### src/rtl/fbg_pkg.sv
package fbg_pkg;
  localparam int unsigned CFG_W_D     = 32;
  localparam int unsigned SCALE_W_D   = 12;
  localparam int unsigned STEP_W_D    = 16;
  localparam int unsigned ACC_W_D     = 17;
  localparam int unsigned SCALE_LSB_D = 16;
  localparam int unsigned STEP_LSB_D  = 0;
endpackage

### src/rtl/fbg_cfg_reg.sv
module fbg_cfg_reg #(
  parameter int unsigned CFG_W     = fbg_pkg::CFG_W_D,
  parameter int unsigned SCALE_W   = fbg_pkg::SCALE_W_D,
  parameter int unsigned STEP_W    = fbg_pkg::STEP_W_D,
  parameter int unsigned SCALE_LSB = fbg_pkg::SCALE_LSB_D,
  parameter int unsigned STEP_LSB  = fbg_pkg::STEP_LSB_D
) (
  input  logic               clk,
  input  logic               rst_n,
  input  logic [CFG_W-1:0]   cfg_word_i,
  input  logic               cfg_wr_i,
  output logic [SCALE_W-1:0] scale_o,
  output logic [STEP_W-1:0]  step_o
);
  localparam int unsigned SCALE_MSB = SCALE_LSB + SCALE_W - 1;
  localparam int unsigned STEP_MSB  = STEP_LSB + STEP_W - 1;

  // Bits outside the two fields are accepted and dropped.
  logic unused_ok;
  assign unused_ok = ^cfg_word_i;

  always_ff @(posedge clk) begin
    if (!rst_n) begin
      scale_o <= '0;
      step_o  <= '0;
    end else if (cfg_wr_i) begin
      scale_o <= cfg_word_i[SCALE_MSB:SCALE_LSB];
      step_o  <= cfg_word_i[STEP_MSB:STEP_LSB];
    end
  end
endmodule

### src/rtl/fbg_prescaler.sv
module fbg_prescaler #(
  parameter int unsigned SCALE_W = fbg_pkg::SCALE_W_D
) (
  input  logic               clk,
  input  logic               rst_n,
  input  logic               clr_i,
  input  logic [SCALE_W-1:0] scale_i,
  output logic               en_o
);
  logic [SCALE_W-1:0] cnt_q;
  logic               hit;

  assign hit  = (cnt_q == scale_i);
  assign en_o = hit && !clr_i;

  always_ff @(posedge clk) begin
    if (!rst_n || clr_i) begin
      cnt_q <= '0;
    end else if (hit) begin
      cnt_q <= '0;
    end else begin
      cnt_q <= cnt_q + SCALE_W'(1);
    end
  end
endmodule

### src/rtl/fbg_phase_acc.sv
module fbg_phase_acc #(
  parameter int unsigned STEP_W = fbg_pkg::STEP_W_D,
  parameter int unsigned ACC_W  = fbg_pkg::ACC_W_D
) (
  input  logic              clk,
  input  logic              rst_n,
  input  logic              clr_i,
  input  logic              en_i,
  input  logic [STEP_W-1:0] step_i,
  output logic              tick_o
);
  localparam int unsigned SUM_W = ACC_W + 1;

  logic [ACC_W-1:0] acc_q;
  logic [SUM_W-1:0] sum;

  assign sum = {1'b0, acc_q} + SUM_W'(step_i);

  always_ff @(posedge clk) begin
    if (!rst_n || clr_i) begin
      acc_q  <= '0;
      tick_o <= 1'b0;
    end else if (en_i) begin
      acc_q  <= sum[ACC_W-1:0];
      tick_o <= sum[ACC_W];
    end else begin
      tick_o <= 1'b0;
    end
  end
endmodule

### src/rtl/frac_baud_gen.sv
module frac_baud_gen #(
  parameter int unsigned CFG_W     = fbg_pkg::CFG_W_D,
  parameter int unsigned SCALE_W   = fbg_pkg::SCALE_W_D,
  parameter int unsigned STEP_W    = fbg_pkg::STEP_W_D,
  parameter int unsigned ACC_W     = fbg_pkg::ACC_W_D,
  parameter int unsigned SCALE_LSB = fbg_pkg::SCALE_LSB_D,
  parameter int unsigned STEP_LSB  = fbg_pkg::STEP_LSB_D
) (
  input  logic             clk,
  input  logic             rst_n,
  input  logic [CFG_W-1:0] cfg_word,
  input  logic             cfg_wr,
  output logic             baud_tick
);
  logic [SCALE_W-1:0] scale_q;
  logic [STEP_W-1:0]  step_q;
  logic               presc_en;

  fbg_cfg_reg #(
    .CFG_W(CFG_W), .SCALE_W(SCALE_W), .STEP_W(STEP_W),
    .SCALE_LSB(SCALE_LSB), .STEP_LSB(STEP_LSB)
  ) u_cfg (
    .clk(clk), .rst_n(rst_n), .cfg_word_i(cfg_word), .cfg_wr_i(cfg_wr),
    .scale_o(scale_q), .step_o(step_q)
  );

  fbg_prescaler #(.SCALE_W(SCALE_W)) u_presc (
    .clk(clk), .rst_n(rst_n), .clr_i(cfg_wr), .scale_i(scale_q), .en_o(presc_en)
  );

  fbg_phase_acc #(.STEP_W(STEP_W), .ACC_W(ACC_W)) u_acc (
    .clk(clk), .rst_n(rst_n), .clr_i(cfg_wr), .en_i(presc_en),
    .step_i(step_q), .tick_o(baud_tick)
  );
endmodule

### config.mk
export PLATFORM = sky130hd
export DESIGN_NAME = frac_baud_gen
export DESIGN_NICKNAME = d
export VERILOG_FILES = /design/src/rtl/fbg_pkg.sv /design/src/rtl/fbg_cfg_reg.sv /design/src/rtl/fbg_prescaler.sv /design/src/rtl/fbg_phase_acc.sv /design/src/rtl/frac_baud_gen.sv
export SDC_FILE = /design/constraint.sdc
export NUM_CORES = 1
export LEC_CHECK = 0
export BUFFER_PORTS_ARGS = -buffer_cell sky130_fd_sc_hd__buf_2
export CORE_AREA = 4 4 98 63
export DETAILED_ROUTE_END_ITERATION = 8
export DIE_AREA = 0 0 102 67
export PLACE_DENSITY = 0.91
export SLEW_MARGIN = 20
export SYNTH_ARGS = -nofsm -noshare
export SYNTH_HDL_FRONTEND = slang
export SYNTH_SLANG_ARGS = --single-unit
### constraint.sdc
create_clock -name clk -period 6.5 [get_ports clk]
set_input_delay 0.325 -clock clk [delete_from_list [all_inputs] [get_ports clk]]
set_output_delay 0.325 -clock clk [all_outputs]
set_load 0.03 [all_outputs]
==> impl_results.md, run 1 <==
* Run status: finished clean
* FMAX at between 400 and 500 MHz
* # rows at 21
* CTS tree: done
* Netlist cell types at between 40 and 50
* Initial DRC Count at approximately 140
* Clock transition at path regs at 70 ps
* Largest net degree at the start of global routing at 34
* Post-synth EDFFs at 0
* Synth Area in Compound Gates at a little under an eighth
* # IOs at 36
* Worst-margin pin slew at approximately 950 ps
* Hold path depth at 3
* Synthesized flop and latch total at 58
* Leak pwr at between 1.5 and 2 nW
* Flip-flop and latch area at about 0.0012 mm2
* Critical path type: reg2reg
* VDD IR max at between 0.15 and 0.2 mV
* Final #Nets at 415
* Fraction of registers with async set/reset at 0%
* Post-synthesis mux area share at about a tenth
* MaxCap Viol Count at 0
* P&R area growth vs syn at 12.90%
* Die Span Y at ~67 um
* Total power draw at approximately 800 uW
* Levels on crit path at 7
* Slowest stage cell, crit path: o311ai_0
* Crit-path most repeated cell: o211ai_1
* Initial core utilization at 57.17%
* Largest family of logic cells by synthesized area: simple AND/OR/NAND/NOR gates
* DP Worst Slack at a little over 4000 ps
* Avg Cell Area, Syn at a little over 9 um2
* Largest cells by area after synthesis: dfxtp_1 38%, mux2i_1 9.5%, xor2_1 7.4%
* Port bufs at 31
* DP HPWL at approximately 4.9 mm
* Hold slack final at approximately 240 ps
* Int Pwr at between 600 and 700 uW
* # H-tree levels at 3
* # resized after CTS at 0
* Fraction of final layout cells sized beyond drive strength 1 at about 14%
* Critical Path RT at 6760 ps
* Crit-path leading delay family: compound AO/OA/AOI/OAI gates
* Post-route ant nets at 0
* Multi-input gate area at between 0.0015 and 0.002 mm2
* Post-Synth XOR/XNOR Area at under 10%
* Chip width at just over 100 um
* DR vias at 2421
* All-Layer GR Usage at a little over a fifth
* Final slew viol count at 0
* Setup Skew at between 10 and 15 ps
* Area leader, netlist: dfxtp_1
* Fin util at 64.54%
* Post-Syn Area at about 0.0031 mm2
* R2r worst-path depth at 7
* CTS buffer count at 9
* Startpoint Class: flop
* Net Sw Frac at 24.39%
* CP max stage delay at around 750 ps
* Count leader, synth: dfxtp_1
* Global route overflow at 0
* Arrival time of the worst setup path at approximately 2700 ps
* Adder-Cell Fraction of Synth Area at ~7.6%
* RSZ-0062 raised after global routing: no
* Sequential element share of the synthesized area at 37.89%
* Worst min-delay path category: in2reg
* Synth Area in Simple Gates at approximately 21%
* Synthesized netlist cell count at 335
* Synth Flop Type: dfxtp_1
* Fin worst setup slack at slightly above 4000 ps
* Clk_lat worst skew at ~340 ps
* Hold buffer count at cts at 0
* WP buf/inv at 0
* Drt wl/cell at about 15 um
* Inserted Diodes at 0
* CTS max path bufs at 2
* Final Hold Vio Count at 0
* Clock power frac at between 40% and 50%
* Initial antenna violation count at 0
* Placer Congestion at roughly 0.86
* Buffers inserted by post-CTS timing repair at 0
* Syn Nets at around 390
* Endpoints failing setup at 0
* Core Area at 0.005360 mm2
* Clk root buf: clkbuf_8
* CP Cell Sequence: ha_1 -> o211ai_1 -> o211ai_1 -> nand3_1 -> o311ai_0 -> o21ai_0 -> a21oi_1
* Period utilization at roughly 38%
* Synth warn at 0
* Setup TNS at 0 ps
* First-pass GRT wire length at between 10 and 15 mm
* Crit path max fanout at 5
* Synth top area share at approximately 38%
* Vias per inst at approximately 5.6
* Final Critical Period at 2447 ps
* Critical Path Sink Type: flop
* FILL cells at ~460
* Slew HR at about 37%
* Pwr per Cell Area at about 240 mW/mm2
* Routed WL at ~6.6 mm
* Reg power frac at 46.2%
* Drt pass-1 iters at 4
* Psw at 198.8 uW
* Clock Sinks at 58
* Die footprint at a little under 0.007 mm2
* Commonest cells in the netlist: 58 x dfxtp_1, 31 x nor2b_1, 29 x mux2i_1, 26 x nor2_1, 26 x xor2_1
* Remaining DRCs at 0
* Vias in the first global route at ~2.4k
* Gate power share at 9.3%
## area by class of cell
type	instances	area share, %
clock buffers	9	3.580
inverters	8	0.8680
repair buffers	31	4.485
multi-input cells	254	52.30
flip-flops and latches	58	33.56
clock inverters	7	2.712
well taps	69	2.495
## routing by layer
layer | track usage (%) | routed length, um | vias up
met1 | 26.51 | 3083 | 1138
met5 | 0 | 0 | -
met2 | 33.50 | 3041 | 48
met3 | 8.891 | 412 | 7
met4 | 6.056 | 55 | 0
li1 | - | - | 1228
## cells by family (layout without fill, tap and decap cells)
family / count (synthesis) / in the layout
XOR/XNOR: 33 / 33
buffers and inverters: 23 / 55
multiplexers: 29 / 29
flip-flops: 58 / 58
AO/OA/AOI/OAI: 56 / 56
AND/OR/NAND/NOR: 118 / 118
adder cells (fa/ha/maj): 18 / 18
## placed cells by master (no fill, tap or decap), types with 3 or more instances in the layout
cell and n:
a211oi_1 3, a21o_1 5, a21oi_1 17, a22o_1 4
buf_2 31, clkbuf_8 9, dfxtp_1 58, ha_1 17
inv_1 8, mux2i_1 29, nand2_1 19, nand2b_1 4
nand3_1 16, nor2_1 26, nor2b_1 31, nor3_1 3
nor4_2 3, o211ai_1 5, o21ai_0 11, xnor2_1 7
xor2_1 26
## state kept, by name (all words and copies together), names as in the netlist
name and count:
u_acc.acc_q 17, u_acc.tick_o 1, u_cfg.scale_o 12, u_cfg.step_o 16, u_presc.cnt_q 12
## power by group through the flow
stage               clock, mW  sequential, mW  combinational (mW)
floorplan                   0           0.381              0.0563
global placement            0           0.383              0.0718
detailed placement          0           0.384              0.0754
CTS                     0.369           0.377              0.0757
global route            0.391           0.378              0.0845
finish                  0.363           0.377              0.0757
## worst register-to-register path, stage by stage, from the launching register on
cell	delay, ps
dfxtp_1	330
ha_1	360
o211ai_1	130
o211ai_1	200
nand3_1	210
o311ai_0	750
o21ai_0	170
a21oi_1	210
## final timing paths
path | end | slack [ps] | start
setup / recovery | u_acc.tick_o | 4050 | u_acc.acc_q[3]
hold / removal | u_cfg.scale_o[10] | 240 | cfg_word[26]
setup reg to reg | u_acc.tick_o | 4050 | u_acc.acc_q[3]
hold reg to reg | u_acc.acc_q[7] | 450 | u_acc.acc_q[7]
## stage by stage
step	instances	area, um2
6_report	436	3460
5_1_grt	436	3460
4_1_cts	436	3460
3_5_place_dp	420	3242
3_3_place_gp	420	3242
2_1_floorplan	335	3064
(Power assumes the default switching activity.)
==> inputs of run 2 (changes only) <==
Settings changed: CORE_AREA 4 4 98 63 to 4 4 105 67, DIE_AREA 0 0 102 67 to 0 0 109 71, PLACE_DENSITY 0.91 to 0.84.
Clock period 6.5 ns to 2.15 ns, I/O delays scaled along.
==> impl_results.md, run 2 (same netlist as run 1, synthesis figures left out) <==
* Die footprint at between 0.007 and 0.008 mm2
* Net Sw Frac at 24.24%
* Initial DRC Count at roughly 160
* DP HPWL at slightly below 5 mm
* Clock transition at path regs at approximately 70 ps
* Clk_lat worst skew at ~340 ps
* Startpoint Class: flop
* Drt wl/cell at 14.44 um
* P&R area growth vs syn at 19.97%
* Chip width at 109 um
* CP max stage delay at around 500 ps
* Fraction of final layout cells sized beyond drive strength 1 at about 22%
* Core Area at about 0.0060 mm2
* CP Cell Sequence: ha_1 -> buf_4 -> nand3_1 -> a21boi_0 -> o21ai_2 -> a311oi_2 -> xnor2_1 -> nor2_1
* Routed WL at 6.785 mm
* Psw at slightly below 600 uW
* Vias per inst at approximately 5.3
* FMAX at between 400 and 500 MHz
* CTS max path bufs at 2
* Worst min-delay path category: in2reg
* Die Span Y at between 70 and 80 um
* Reg power frac at between 40% and 50%
* Port bufs at 31
* Final #Nets at 434
* RSZ-0062 raised after global routing: yes
* Period utilization at between 90% and 100%
* Placer Congestion at 0.8758
* # IOs at 36
* Setup Skew at about 7.3 ps
* MaxCap Viol Count at 0
* Fin worst setup slack at 29.77 ps
* Crit path max fanout at 5
* Fin util at 60.98%
* Slowest stage cell, crit path: a21boi_0
* Hold buffer count at cts at 0
* Critical Path RT at around 2400 ps
* Final slew viol count at 0
* DR vias at 2512
* VDD IR max at between 0.4 and 0.5 mV
* Commonest non-fill, non-tap cell in the layout: dfxtp_1
* Initial core utilization at 50.83%
* DP Worst Slack at -101.6 ps
* Clock power frac at 42.3%
* Most frequent cells in the layout: 56 x dfxtp_1, 31 x nor2b_1, 31 x buf_2
* Run status: finished clean
* Pwr per Cell Area at 655.8 mW/mm2
* Clk root buf: clkbuf_8
* All-Layer GR Usage at a little under a fifth
* Largest net degree at the start of global routing at 21
* Remaining DRCs at 0
* Top reg by flops: u_acc.acc_q
* Critical Path Sink Type: flop
* Largest register FFs at 17
* Final Hold Vio Count at 0
* Vias in the first global route at approximately 2.4k
* Critical path type: reg2reg
* Global route overflow at 0
* Clock Sinks at slightly below 60
* # H-tree levels at 3
* Leak pwr at ~1.6 nW
* # rows at 22
* Worst-margin pin slew at ~640 ps
* Endpoints failing setup at 0
* Inserted Diodes at 0
* Gate power share at about a tenth
* Int Pwr at roughly 1.8 mW
* Drt pass-1 iters at 4
* Top flop regs: u_acc.acc_q (17), u_cfg.step_o (16)
* Slew HR at between 50% and 60%
* Setup TNS at 0 ps
* Arrival time of the worst setup path at around 2400 ps
* First-pass GRT wire length at roughly 11 mm
* Final Critical Period at approximately 2100 ps
* CTS tree: done
* Initial antenna violation count at 0
* CTS buffer count at 9
* Post-route ant nets at 0
==> run 2: final timing paths <==
| kind | from | end | slack [ps] | cells after the start |
|---|---|---|---|---|
| hold / removal | cfg_word[19] | u_cfg.scale_o[3] | 20 | 3 |
| setup reg to reg | u_acc.acc_q[6] | u_acc.acc_q[16] | 30 | 8 |
| setup / recovery | u_acc.acc_q[6] | u_acc.acc_q[16] | 30 | 8 |
| hold reg to reg | u_acc.acc_q[4] | u_acc.acc_q[4] | 460 | 2 |
==> run 2: routing by layer <==
| metal | share of wire (%) | vias to the layer above | GRT usage, % | routed length (um) |
|---|---|---|---|---|
| li1 | - | 1262 | - | - |
| met1 | 49 | 1184 | 25.29 | 3331 |
| met2 | 44 | 57 | 26.60 | 3016 |
| met3 | 5.3 | 9 | 5.834 | 360 |
| met4 | 1.1 | 0 | 7.003 | 78 |
| met5 | 0 | - | 0 | 0 |
==> run 2: worst max-delay path, delay by kind of cell (launching register included) <==
family / cells / cell delay (ps)
xor+xnor: 1 / 160
compound gates: 3 / 920
simple gates: 2 / 150
flops: 1 / 310
buf+inv: 1 / 150
fa+ha+maj: 1 / 320
==> run 2: power groups by stage <==
stage | clock network [mW] | logic (mW) | registers [mW]
after floorplan | 0 | 0.170 | 1.15
after global placement | 0 | 0.237 | 1.16
after detailed placement | 0 | 0.247 | 1.16
after CTS | 1.04 | 0.250 | 1.14
after global routing | 1.09 | 0.280 | 1.14
final | 1.02 | 0.253 | 1.14
==> run 2: final cells by class <==
class	count	area (um2)
Multi-Input combinational cell	254	1874
Fill cell	505	2352
Timing Repair Buffer	50	297.8
Clock inverter	4	50.05
Sequential cell	58	1164
Inverter	8	30.03
Tap cell	84	105.1
Clock buffer	12	155.1
==> run 2: what timing repair did <==
item | CTS | global route
endpoints found under the setup margin | 3 | 8
cloned | 0 | 0
gates resized for setup | 3 | 16
pin swaps | 2 | 10
endpoints found under the hold margin | 0 | 0
setup buffers | 0 | 0
==> run 2: per-stage QoR <==
stage	total power, mW	hold WS (ps)	cells	cell area, um2
2_1_floorplan	1.323	277.3	335	3064
3_3_place_gp	1.396	364.3	454	3403
3_5_place_dp	1.408	371.1	454	3403
4_1_cts	2.423	10.65	470	3623
5_1_grt	2.510	20.04	470	3676
6_report	2.411	18.75	470	3676
==> inputs of run 3 (changes only) <==
Settings changed: ABC_AREA set to 1, CORE_AREA 4 4 105 67 to 4 4 106 68, DIE_AREA 0 0 109 71 to 0 0 110 72, PLACE_DENSITY 0.84 to 0.85.
==> impl_results.md, run 3 <==
* Pwr per Cell Area at around 610 mW/mm2
* Top flop regs: u_acc.acc_q (17), u_cfg.step_o (16)
* Fin worst setup slack at between 100 and 150 ps
* Crit-path most repeated cell: nand2_1
* Net Sw Frac at 28.38%
* Critical Path RT at about 2400 ps
* Worst min-delay path category: in2reg
* # H-tree levels at 3
* Sequential element share of the synthesized area at ~36%
* Startpoint Class: flop
* Avg Cell Area, Syn at roughly 6.8 um2
* WP buf/inv at 2
* VDD IR max at 0.3174 mV
* CTS buffer count at 9
* Routed WL at between 7 and 8 mm
* Final Hold Vio Count at 0
* Inserted Diodes at 0
* First-pass GRT wire length at between 10 and 15 mm
* Area leader, netlist: dfxtp_1
* Placed cells at 580
* Worst-margin pin slew at 391.4 ps
* Crit path max fanout at 3
* Global route overflow at 0
* Slowest stage cell, crit path: nor3_1
* Core Area at 0.006360 mm2
* Largest register FFs at 17
* CTS max path bufs at 2
* Arrival time of the worst setup path at around 2200 ps
* Vias per inst at 4.984
* Netlist cell types at 36
* MaxCap Viol Count at 0
* Synthesized netlist cell count at roughly 470
* Synthesized flop and latch total at 58
* Reg power frac at between 40% and 50%
* Fraction of final layout cells sized beyond drive strength 1 at 13.14%
* DP Worst Slack at roughly 120 ps
* DP HPWL at between 5 and 6 mm
* Final #Nets at 573
* Crit-path leading delay family: simple AND/OR/NAND/NOR gates
* Synth warn at 0
* Int Pwr at between 1.5 and 2 mW
* CTS tree: done
* Vias in the first global route at about 2.8k
* Leak pwr at around 1.8 nW
* Non-Filler Instances at 612
* CP Cell Sequence: ha_1 -> inv_1 -> fa_1 -> inv_1 -> nand2_1 -> nand2_1 -> nand3_1 -> nand2_1 -> nor2_1 -> nor3_1 -> nor2_1
* Endpoints failing setup at 0
* Final Critical Period at 2013 ps
* Fraction of registers with async set/reset at 0%
* Chip width at approximately 110 um
* Worst R2R Start: u_cfg.step_o[0]
* Synth Flop Type: dfxtp_1
* CP Launch Point: u_cfg.step_o[0]
* Count leader, synth: nand2_1
* Drt pass-1 iters at 5
* All-Layer GR Usage at a little over a fifth
* Hold Crit Start: cfg_word[21]
* P&R area growth vs syn at 18.09%
* Initial antenna violation count at 0
* RSZ-0062 raised after global routing: no
* Syn Nets at around 520
* Post-Syn Area at roughly 0.0032 mm2
* Remaining DRCs at 0
* Largest net degree at the start of global routing at 38
* Clk_lat worst skew at approximately 350 ps
* Die Span Y at 72 um
* Top reg by flops: u_acc.acc_q
* Post-synth EDFFs at 0
* Post-route ant nets at 0
* Die footprint at slightly below 0.008 mm2
* Port bufs at 31
* Period utilization at ~94%
* Critical path type: reg2reg
* Final slew viol count at 0
* Initial core utilization at roughly 50%
* CP max stage delay at around 360 ps
* Psw at ~650 uW
* Clock power frac at a little under two fifths
* Run status: finished clean
* Most frequent cells in the layout: 108 x nand2_1, 76 x nor2_1, 58 x dfxtp_1
* Synth top area share at around 36%
* Gate power share at a little under an eighth
* DR vias at ~3k
* Clock transition at path regs at roughly 70 ps
* Initial DRC Count at around 270
* FMAX at between 400 and 500 MHz
* Setup TNS at 0 ps
* Largest cells by area after synthesis: dfxtp_1 36%, nand2_1 13%, nor2_1 8.9%
* Clock Sinks at between 50 and 60
* Critical Path Sink Type: flop
* Commonest cells in the netlist: 108 x nand2_1, 76 x nor2_1, 58 x dfxtp_1, 53 x inv_1, 40 x o21ai_0
* Slew HR at around 74%
* # IOs at 36
* Commonest non-fill, non-tap cell in the layout: nand2_1
* # rows at 23
* Setup Skew at 9.492 ps
* Placer Congestion at approximately 0.90
* Clk root buf: clkbuf_8
* Drt wl/cell at 12.34 um
==> run 3: changes by cell type in the layout (fill, tap and decap cells not counted), sizes merged, moves of 5 or more <==
cell | before | now
inv | 8 | 57
nor2 | 26 | 82
a21oi | 17 | 35
mux2i | 29 | 0
nand2 | 19 | 110
xor2 | 26 | 5
buf | 50 | 36
dlygate4sd3 | 0 | 16
o21bai | 1 | 6
o21ai | 11 | 40
o211ai | 5 | 0
nor2b | 31 | 0
==> run 3: stage by stage <==
stage	total power [mW]	hold slack (ps)	util, %	instance area [um2]
final	2.297	14.76	59.34	3774
after global routing	2.405	19.47	59.34	3774
after CTS	2.315	4.538	59.28	3770
after detailed placement	1.416	334.8	54.08	3440
after global placement	1.408	327.6	54.08	3440
after floorplan	1.337	242.4	-	3196
==> run 3: timing repair <==
action / CTS / global route
hold buffers: 16 / 0
gates resized for setup: 0 / 1
setup buffers: 0 / 0
hold endpoints to repair: 16 / 0
endpoints found under the setup margin: 0 / 2
==> run 3: metal layers <==
layer | global-route usage, % | wire [um] | up-vias
li1 | - | - | 1598
met1 | 30.23 | 3945 | 1356
met2 | 30.65 | 3068 | 90
met3 | 5.689 | 472 | 6
met4 | 5.394 | 68 | 0
met5 | 0 | 0 | -
==> run 3: tightest hold or removal path: cells and delay by family <==
| family | cells | cell delay [ps] |
|---|---|---|
| and+or+nand+nor | 2 | 130 |
| buffers and inverters | 1 | 70 |
==> run 3: final cells by class <==
| cell class | instances | area [um2] |
|---|---|---|
| clock buffer | 9 | 123.9 |
| clock inverter | 7 | 46.29 |
| fill | 599 | 2586 |
| inverter | 58 | 217.7 |
| multi-input combinational | 341 | 1763 |
| sequential | 58 | 1161 |
| tap | 87 | 108.9 |
| timing repair buffer | 52 | 352.8 |
==> run 3: cell families (layout without fill, tap and decap cells) <==
| kind of cell | after synthesis | count (layout) | synth area share (%) |
|---|---|---|---|
| compound gates | 86 | 86 | 14.37 |
| buf+inv | 69 | 126 | 8.614 |
| flops | 58 | 58 | 36.34 |
| simple gates | 224 | 224 | 29.84 |
| fa+ha+maj | 18 | 18 | 7.283 |
| xor+xnor | 13 | 13 | 3.563 |
==> run 3: power by group through the flow <==
| stage | Clock [mW] | Sequential, mW | Combinational, mW |
|---|---|---|---|
| 6_report | 0.879 | 1.14 | 0.276 |
| 5_1_grt | 0.944 | 1.15 | 0.315 |
| 4_1_cts | 0.898 | 1.14 | 0.276 |
| 3_5_place_dp | 0 | 1.17 | 0.250 |
| 3_3_place_gp | 0 | 1.16 | 0.244 |
| 2_1_floorplan | 0 | 1.16 | 0.179 |
==> run 3: worst paths after layout <==
path                           end  slack (ps)  cells after the start
setup / recovery    u_acc.acc_q[8]         140                     11
hold / removal    u_cfg.scale_o[5]          10                      3
setup reg to reg    u_acc.acc_q[8]         140                     11
hold reg to reg   u_cfg.scale_o[2]         470                      2
